## src/rtl/skip_pkg.sv

```systemverilog
package skip_pkg;
  localparam int unsigned CNT_W    = 4;
  localparam int unsigned N_CODES  = 1 << CNT_W;
  localparam int unsigned N_SKIP   = 4;
  localparam logic [CNT_W-1:0] SKIP_CODES [N_SKIP] = '{4'd4, 4'd5, 4'd8, 4'd9};

  typedef logic [CNT_W-1:0] cnt_t;
endpackage

```

## src/rtl/skip_valid.sv

```systemverilog
module skip_valid
  import skip_pkg::*;
(
  input  cnt_t state_i,
  output logic valid_o
);
  logic [N_SKIP-1:0] hit;

  for (genvar g = 0; g < N_SKIP; g++) begin : g_skip
    assign hit[g] = (state_i == SKIP_CODES[g]);
  end

  assign valid_o = ~|hit;
endmodule

```

## src/rtl/skip_next.sv

```systemverilog
module skip_next
  import skip_pkg::*;
(
  input  cnt_t state_i,
  output cnt_t next_o
);
  always_comb begin
    unique case (state_i)
      4'd3, 4'd4, 4'd5: next_o = 4'd6;   // skip and recovery into 6
      4'd7, 4'd8, 4'd9: next_o = 4'd10;  // skip and recovery into 10
      4'd15:            next_o = 4'd0;
      default:          next_o = state_i + 4'd1;
    endcase
  end
endmodule

```

## src/rtl/skip_counter.sv

```systemverilog
module skip_counter
  import skip_pkg::*;
(
  input  logic             clk_i,
  input  logic             rst_ni,
  input  logic             en_i,
  input  logic             load_i,
  input  logic [CNT_W-1:0] load_val_i,
  output logic [CNT_W-1:0] count_o,
  output logic             valid_o
);
  cnt_t state_q, state_nxt;

  skip_next u_next (
    .state_i (state_q),
    .next_o  (state_nxt)
  );

  skip_valid u_valid (
    .state_i (state_q),
    .valid_o (valid_o)
  );

  always_ff @(posedge clk_i or negedge rst_ni) begin
    if (!rst_ni)     state_q <= '0;
    else if (load_i) state_q <= load_val_i;
    else if (en_i)   state_q <= state_nxt;
  end

  assign count_o = state_q;

  AST_RESET_CLEAR: assert property (@(posedge clk_i) !rst_ni |-> count_o == '0);
  AST_STEP_MOVES: assert property (@(posedge clk_i) disable iff (!rst_ni)
    (en_i && !load_i && valid_o && count_o != 4'd15) |=> count_o > $past(count_o));
  AST_WRAP: assert property (@(posedge clk_i) disable iff (!rst_ni)
    (en_i && !load_i && count_o == 4'd15) |=> count_o == '0);
  AST_HOLD: assert property (@(posedge clk_i) disable iff (!rst_ni)
    (!en_i && !load_i) |=> $stable(count_o));
  AST_LOAD: assert property (@(posedge clk_i) disable iff (!rst_ni)
    load_i |=> count_o == $past(load_val_i));
  AST_RECOVER: assert property (@(posedge clk_i) disable iff (!rst_ni)
    (en_i && !load_i && !valid_o) |=> valid_o);
  AST_NO_UNUSED_STEP: assert property (@(posedge clk_i) disable iff (!rst_ni)
    (en_i && !load_i) |=> valid_o);
endmodule

```

## config.mk

```make
export PLATFORM = sky130hd
export DESIGN_NAME = skip_counter
export DESIGN_NICKNAME = d
export VERILOG_FILES = /design/src/rtl/skip_pkg.sv /design/src/rtl/skip_valid.sv /design/src/rtl/skip_next.sv /design/src/rtl/skip_counter.sv
export SDC_FILE = /design/constraint.sdc
export NUM_CORES = 1
export LEC_CHECK = 0
export BUFFER_PORTS_ARGS = -buffer_cell sky130_fd_sc_hd__buf_4
export CAP_MARGIN = 20
export CORE_AREA = 8 8 45 47
export DETAILED_ROUTE_END_ITERATION = 12
export DIE_AREA = 0 0 53 55
export SLEW_MARGIN = 20
export SYNTH_ARGS = -nofsm -noshare
export SYNTH_HDL_FRONTEND = slang
export SYNTH_SLANG_ARGS = --single-unit
```

## constraint.sdc

```tcl
create_clock -name clk_i -period 1.3 [get_ports clk_i]
set_input_delay 0.065 -clock clk_i [delete_from_list [all_inputs] [get_ports clk_i]]
set_output_delay 0.065 -clock clk_i [all_outputs]
set_load 0.01 [all_outputs]
```

==> results.py, run 1 <==
metrics = {
    "pwr": {
        "ir_worst_vdd_mv": 0.661,
        "p_seq_frac": 0.275,
        "p_sw_frac": 0.364,
        "power_density_mw_per_mm2": 1130,
        "pwr-share-comb": 0.465,
        "p_switching_mw": 0.245,
        "p_int_mw": 0.429,
        "clockPowerShare": 0.260,
        "leakagePower_nw": 0.252,
    },
    "status": {
        "outcome": "finished with violations",
        "failed_checks": "negative setup slack",
    },
    "job": {
        "cap_violations": 0,
    },
    "global_route": {
        "grt_pass1_wl_um": 1750,
        "grt_max_degree": 10,
        "antenna_found_initial": 0,
        "grtUsageTotal": 0.0832,
        "gr-total-overflow": 0,
        "grt_pass1_vias": 414,
    },
    "yosys": {
        "yosysWarnings": 0,
        "seq_area_frac_synth": 0.272,
        "synth_nets": 56,
        "synth_cell_type_count": 24,
        "postSynthAreaPerCell_um2": 8.17,
        "synth.cell_area_um2": 368,
        "ys_ff_latch": 4,
        "synth-edff-count": 0,
        "yosysMostFrequentCell": "nor2_1",
        "synth-main-ff-cell": "dfrtp_1",
        "synth_area_leaders": "dfrtp_1 27%, ha_1 10%, nor2_1 7.1%, buf_6 6.1%, a21oi_1 4.1%",
        "yosysTopAreaCell": "dfrtp_1",
        "synth.top_cell.area_share": 0.272,
        "async_flop_share": 1.00,
        "synthTopCellsByCount": "7 x nor2_1, 4 x dfrtp_1, 4 x nand2_1",
        "syn_inst": 45,
    },
    "sta": {
        "period_share": 1.01,
        "fin_skew_ns": 0.00284,
        "maxSlewHeadroom": 0.794,
        "finalHoldWorstSlack_ns": 0.0338,
        "max_freq_ghz": 0.764,
        "slew_viol_final": 0,
        "fin_ws_ns": -0.00851,
        "worstMarginPinSlew_ns": 0.308,
        "hold_viol": 0,
        "rsz0062_at_grt": "yes",
        "setup_viol": 2,
        "period_needed_ns": 1.31,
    },
    "floorplan": {
        "io_pins": 13,
        "die_w_um": 53,
        "start_util": 0.266,
        "fp-row-count": 14,
        "core_area_mm2": 0.00138,
        "die_area_mm2": 0.00292,
        "die_h_um": 55,
    },
    "critical_path": {
        "startpoint_type": "flop",
        "cp_slowest_stage_delay_ns": 0.41,
        "path_delay_family": "flip-flops",
        "end_kind": "primary output",
        "worstSetupPathType": "flop to primary output",
        "ff2ff_path_depth": 5,
        "cp.depth": 4,
        "worst-path-buf-inv": 2,
        "crit_slowest_cell": "dfrtp_2",
        "cp.required_ns": 1.24,
        "path_cells": "inv_4 > ha_4 > o21ai_4 > buf_4",
        "path_max_fanout": 4,
        "crit_arrival_ns": 1.24,
    },
    "placement": {
        "gp_congestion": 0.772,
        "dp_hpwl_um": 780,
        "dpl_cell_area_um2": 523,
        "io_buffers": 12,
    },
    "finish": {
        "drive_above_1_share": 0.538,
        "antenna_cells": 0,
        "fill_cells": 139,
        "nets": 77,
        "post-route-util": 0.431,
        "final_design_area_no_fill_um2": 597,
        "largest_reg_flops": 4,
        "syn_to_final_growth_pct": 62.2,
    },
    "detailed_routing": {
        "ant_nets": 0,
        "wl_per_cell_um": 13.3,
        "num_vias": 405,
        "drcViolationCount": 0,
        "detail_route.vias_per_cell": 5.00,
        "first_iter_violations": 6,
        "routed_wirelength_um": 1070,
        "dr.pass1.iters": 4,
    },
    "clock_tree": {
        "cts_sinks": 4,
        "clock_latency_ns": 0.24,
        "cts-root-buf": "clkbuf_4",
        "clk_pin_slew_ns": 0.04,
        "cts_max_level": 1,
        "numCtsBuffers": 3,
        "cts_tree": "built",
        "clk_path_buf_depth": 2,
    },
    "hold_path": {
        "hold_class": "input pin to flop",
        "hold_path_depth": 3,
    },
}
-- worst register-to-register path, stage by stage, from the launching register on --
cell and delay [ns]:
dfrtp_2 0.41, inv_4 0.06, ha_4 0.18, o21ai_4 0.20, o2111ai_2 0.15, a22o_1 0.19
-- layer usage --
metal / GRT usage / wire, µm / vias to the layer above
met3: 0.0561 / 110 / 2
met4: 0.0388 / 21 / 0
met5: 0 / 0 / -
met1: 0.0870 / 447 / 192
li1: - / - / 196
met2: 0.127 / 495 / 15
-- final cells by class --
type | count | area (µm²) | share of cell area
timing repair buffer | 19 | 145 | 0.243
inverter | 3 | 13.8 | 0.0231
multi-input combinational | 35 | 288 | 0.482
tap | 16 | 20.0 | 0.0335
clock buffer | 4 | 26.3 | 0.0440
sequential | 4 | 104 | 0.174
-- cell families after synthesis --
logic type / count (synthesis) / synth area share
DFF: 4 / 0.272
buffers and inverters: 6 / 0.112
AOI/OAI and AO/OA: 12 / 0.214
and+or+nand+nor: 18 / 0.252
adders and majority gates: 3 / 0.102
xor gates and xnor gates: 2 / 0.0476
-- final timing paths --
kind	start	to	slack [ns]
min	load_val_i[0]	count_o[0]	0.03
max reg2reg	count_o[1]	count_o[1]	-0.009
min reg2reg	count_o[2]	count_o[2]	0.69
max	count_o[1]	valid_o	-0.009
max in group asynchronous	rst_ni	count_o[2]	1.02
min in group asynchronous	rst_ni	count_o[1]	0.17
-- what timing repair did --
action / in CTS / in global routing
setup endpoints to repair: 3 / 4
pin swaps: 1 / 0
hold buffers: 1 / 0
hold endpoints to repair: 4 / 0
resized for setup: 3 / 4
setup buffers: 1 / 0
-- power groups by stage --
stage | Clock (mW) | Combinational (mW) | Sequential, mW
3_3_place_gp | 0 | 0.278 | 0.180
4_1_cts | 0.184 | 0.295 | 0.180
6_report | 0.175 | 0.313 | 0.186
3_5_place_dp | 0 | 0.280 | 0.181
2_1_floorplan | 0 | 0.183 | 0.174
5_1_grt | 0.196 | 0.340 | 0.190
-- placed cells by master (no fill, tap or decap), drive strengths merged, types with 2 or more instances in the layout --
| cell type | Yosys | layout |
|---|---|---|
| buf | 3 | 18 |
| a21oi | 3 | 3 |
| a31oi | 2 | 2 |
| nand2b | 2 | 2 |
| nor2 | 7 | 7 |
| o21ai | 4 | 4 |
| ha | 3 | 3 |
| dfrtp | 4 | 4 |
| clkbuf | 0 | 4 |
| nand2 | 4 | 4 |
| inv | 3 | 3 |
-- per-stage QoR --
stage               setup WS [ns]  power, mW  TNS [ns]  std cells
floorplan                 -0.0136      0.357   -0.0136         45
finish                   -0.00851      0.674   -0.0165         81
global route              -0.0630      0.726    -0.162         81
global placement           -0.117      0.458    -0.117         75
CTS                      -0.00159      0.659  -0.00159         81
detailed placement         -0.132      0.461    -0.132         75
(Power assumes the default switching activity.)
==> run 2: changes to the inputs <==
--- a/config.mk
+++ b/config.mk
@@ -6,10 +6,11 @@
 export NUM_CORES = 1
 export LEC_CHECK = 0
 export BUFFER_PORTS_ARGS = -buffer_cell sky130_fd_sc_hd__buf_4
-export CAP_MARGIN = 20
+export CAP_MARGIN = 10
 export CORE_AREA = 8 8 45 47
 export DETAILED_ROUTE_END_ITERATION = 12
 export DIE_AREA = 0 0 53 55
+export SKIP_CTS_REPAIR_TIMING = 1
 export SLEW_MARGIN = 20
 export SYNTH_ARGS = -nofsm -noshare
 export SYNTH_HDL_FRONTEND = slang
==> results.py, run 2 (synthesis results as in run 1) <==
metrics = {
    "status": {
        "outcome": "finished with violations",
        "failed_checks": "negative setup slack",
    },
    "floorplan": {
        "io_pins": 13,
        "start_util": 0.266,
        "core_area_mm2": 0.00138,
        "die_w_um": 53,
        "die_area_mm2": 0.00292,
        "fp-row-count": 14,
        "die_h_um": 55,
    },
    "finish": {
        "instances_no_fill": 81,
        "syn_to_final_growth_pct": 60.2,
        "nets": 77,
        "layout_commonest_cell": "buf_4",
        "drive_above_1_share": 0.538,
        "final_design_area_no_fill_um2": 589,
        "largest_reg_flops": 4,
        "final_cell_mix": "18 x buf_4, 6 x nor2_1, 4 x nand2_1",
        "antenna_cells": 0,
    },
    "sta": {
        "maxSlewHeadroom": 0.800,
        "setup_viol": 3,
        "worstMarginPinSlew_ns": 0.299,
        "fin_ws_ns": -0.0168,
        "max_freq_ghz": 0.759,
        "finalHoldWorstSlack_ns": 0.0354,
        "fin_skew_ns": 0.00301,
        "period_needed_ns": 1.32,
        "period_share": 1.01,
        "hold_viol": 0,
        "finalSetupTns_ns": -0.0369,
        "rsz0062_at_grt": "yes",
        "slew_viol_final": 0,
    },
    "placement": {
        "io_buffers": 12,
        "dp_hpwl_um": 780,
        "gp_congestion": 0.772,
        "dpl_cell_area_um2": 523,
        "place_ws_ns": -0.132,
        "place_inst": 75,
    },
    "global_route": {
        "grt_pass1_wl_um": 1660,
        "grt_pass1_vias": 396,
        "top_usage_layer": "met2",
        "use_met1": 0.0809,
        "gr-total-overflow": 0,
        "gr-usage-met3": 0.0588,
        "grtUsageTotal": 0.0794,
        "antenna_found_initial": 0,
        "grt_max_degree": 10,
        "grtUsageMet2": 0.119,
    },
    "clock_tree": {
        "clk_path_buf_depth": 2,
        "cts_sinks": 4,
        "clk_pin_slew_ns": 0.04,
        "cts_max_level": 1,
        "cts_tree": "built",
        "cts-root-buf": "clkbuf_4",
        "numCtsBuffers": 3,
        "clock_latency_ns": 0.24,
    },
    "critical_path": {
        "crit_arrival_ns": 1.25,
        "end_kind": "primary output",
        "worstSetupPathType": "flop to primary output",
        "cp.required_ns": 1.24,
        "startpoint_type": "flop",
        "reg2reg_slack_ns": -0.02,
        "path_max_fanout": 6,
    },
    "detailed_routing": {
        "num_vias": 389,
        "detail_route.vias_per_cell": 4.80,
        "drcViolationCount": 0,
        "wl_per_cell_um": 12.5,
        "first_iter_violations": 13,
        "dr.pass1.iters": 4,
        "ant_nets": 0,
        "routed_wirelength_um": 1010,
    },
    "pwr": {
        "ir_worst_vdd_mv": 0.654,
        "leakagePower_nw": 0.251,
        "power_density_mw_per_mm2": 1120,
    },
    "job": {
        "cap_violations": 0,
    },
    "hold_path": {
        "hold_class": "input pin to flop",
    },
}
==> run 2: stage by stage <==
step	power, mW	util
2_1_floorplan	0.357	-
3_3_place_gp	0.458	0.378
3_5_place_dp	0.461	0.378
4_1_cts	0.643	0.397
5_1_grt	0.716	0.426
6_report	0.662	0.426
==> run 2: layout make-up <==
type / instances / area [µm²]
clock buffer: 4 / 26.3
fill: 139 / 795
inverter: 3 / 11.3
multi-input combinational: 35 / 283
sequential: 4 / 104
tap: 16 / 20.0
timing repair buffer: 19 / 145
==> run 2: critical path, cell delays in order (launching register included) <==
cell and delay [ns]:
dfrtp_2 0.44, inv_2 0.07, ha_4 0.17, o21ai_4 0.17, buf_4 0.15
==> run 2: where the power goes <==
part / switching [mW] / internal [mW] / total (mW) / leakage (nW)
logic: 0.139 / 0.164 / 0.303 / 0.190
clock network: 0.0592 / 0.116 / 0.175 / 0.0150
registers: 0.0392 / 0.145 / 0.184 / 0.0452
==> run 2: routing by layer <==
metal	wire length [µm]	vias up
li1	-	194
met1	446	180
met2	444	13
met3	98	2
met4	21	0
met5	0	-
==> run 2: path summary, 6_finish.rpt <==
kind	start	end	cells after the start
min in group asynchronous	rst_ni	count_o[0]	2
max reg2reg	count_o[0]	count_o[1]	5
min reg2reg	count_o[2]	count_o[2]	2
max	count_o[0]	valid_o	4
min	load_val_i[0]	count_o[0]	3
max in group asynchronous	rst_ni	count_o[2]	2
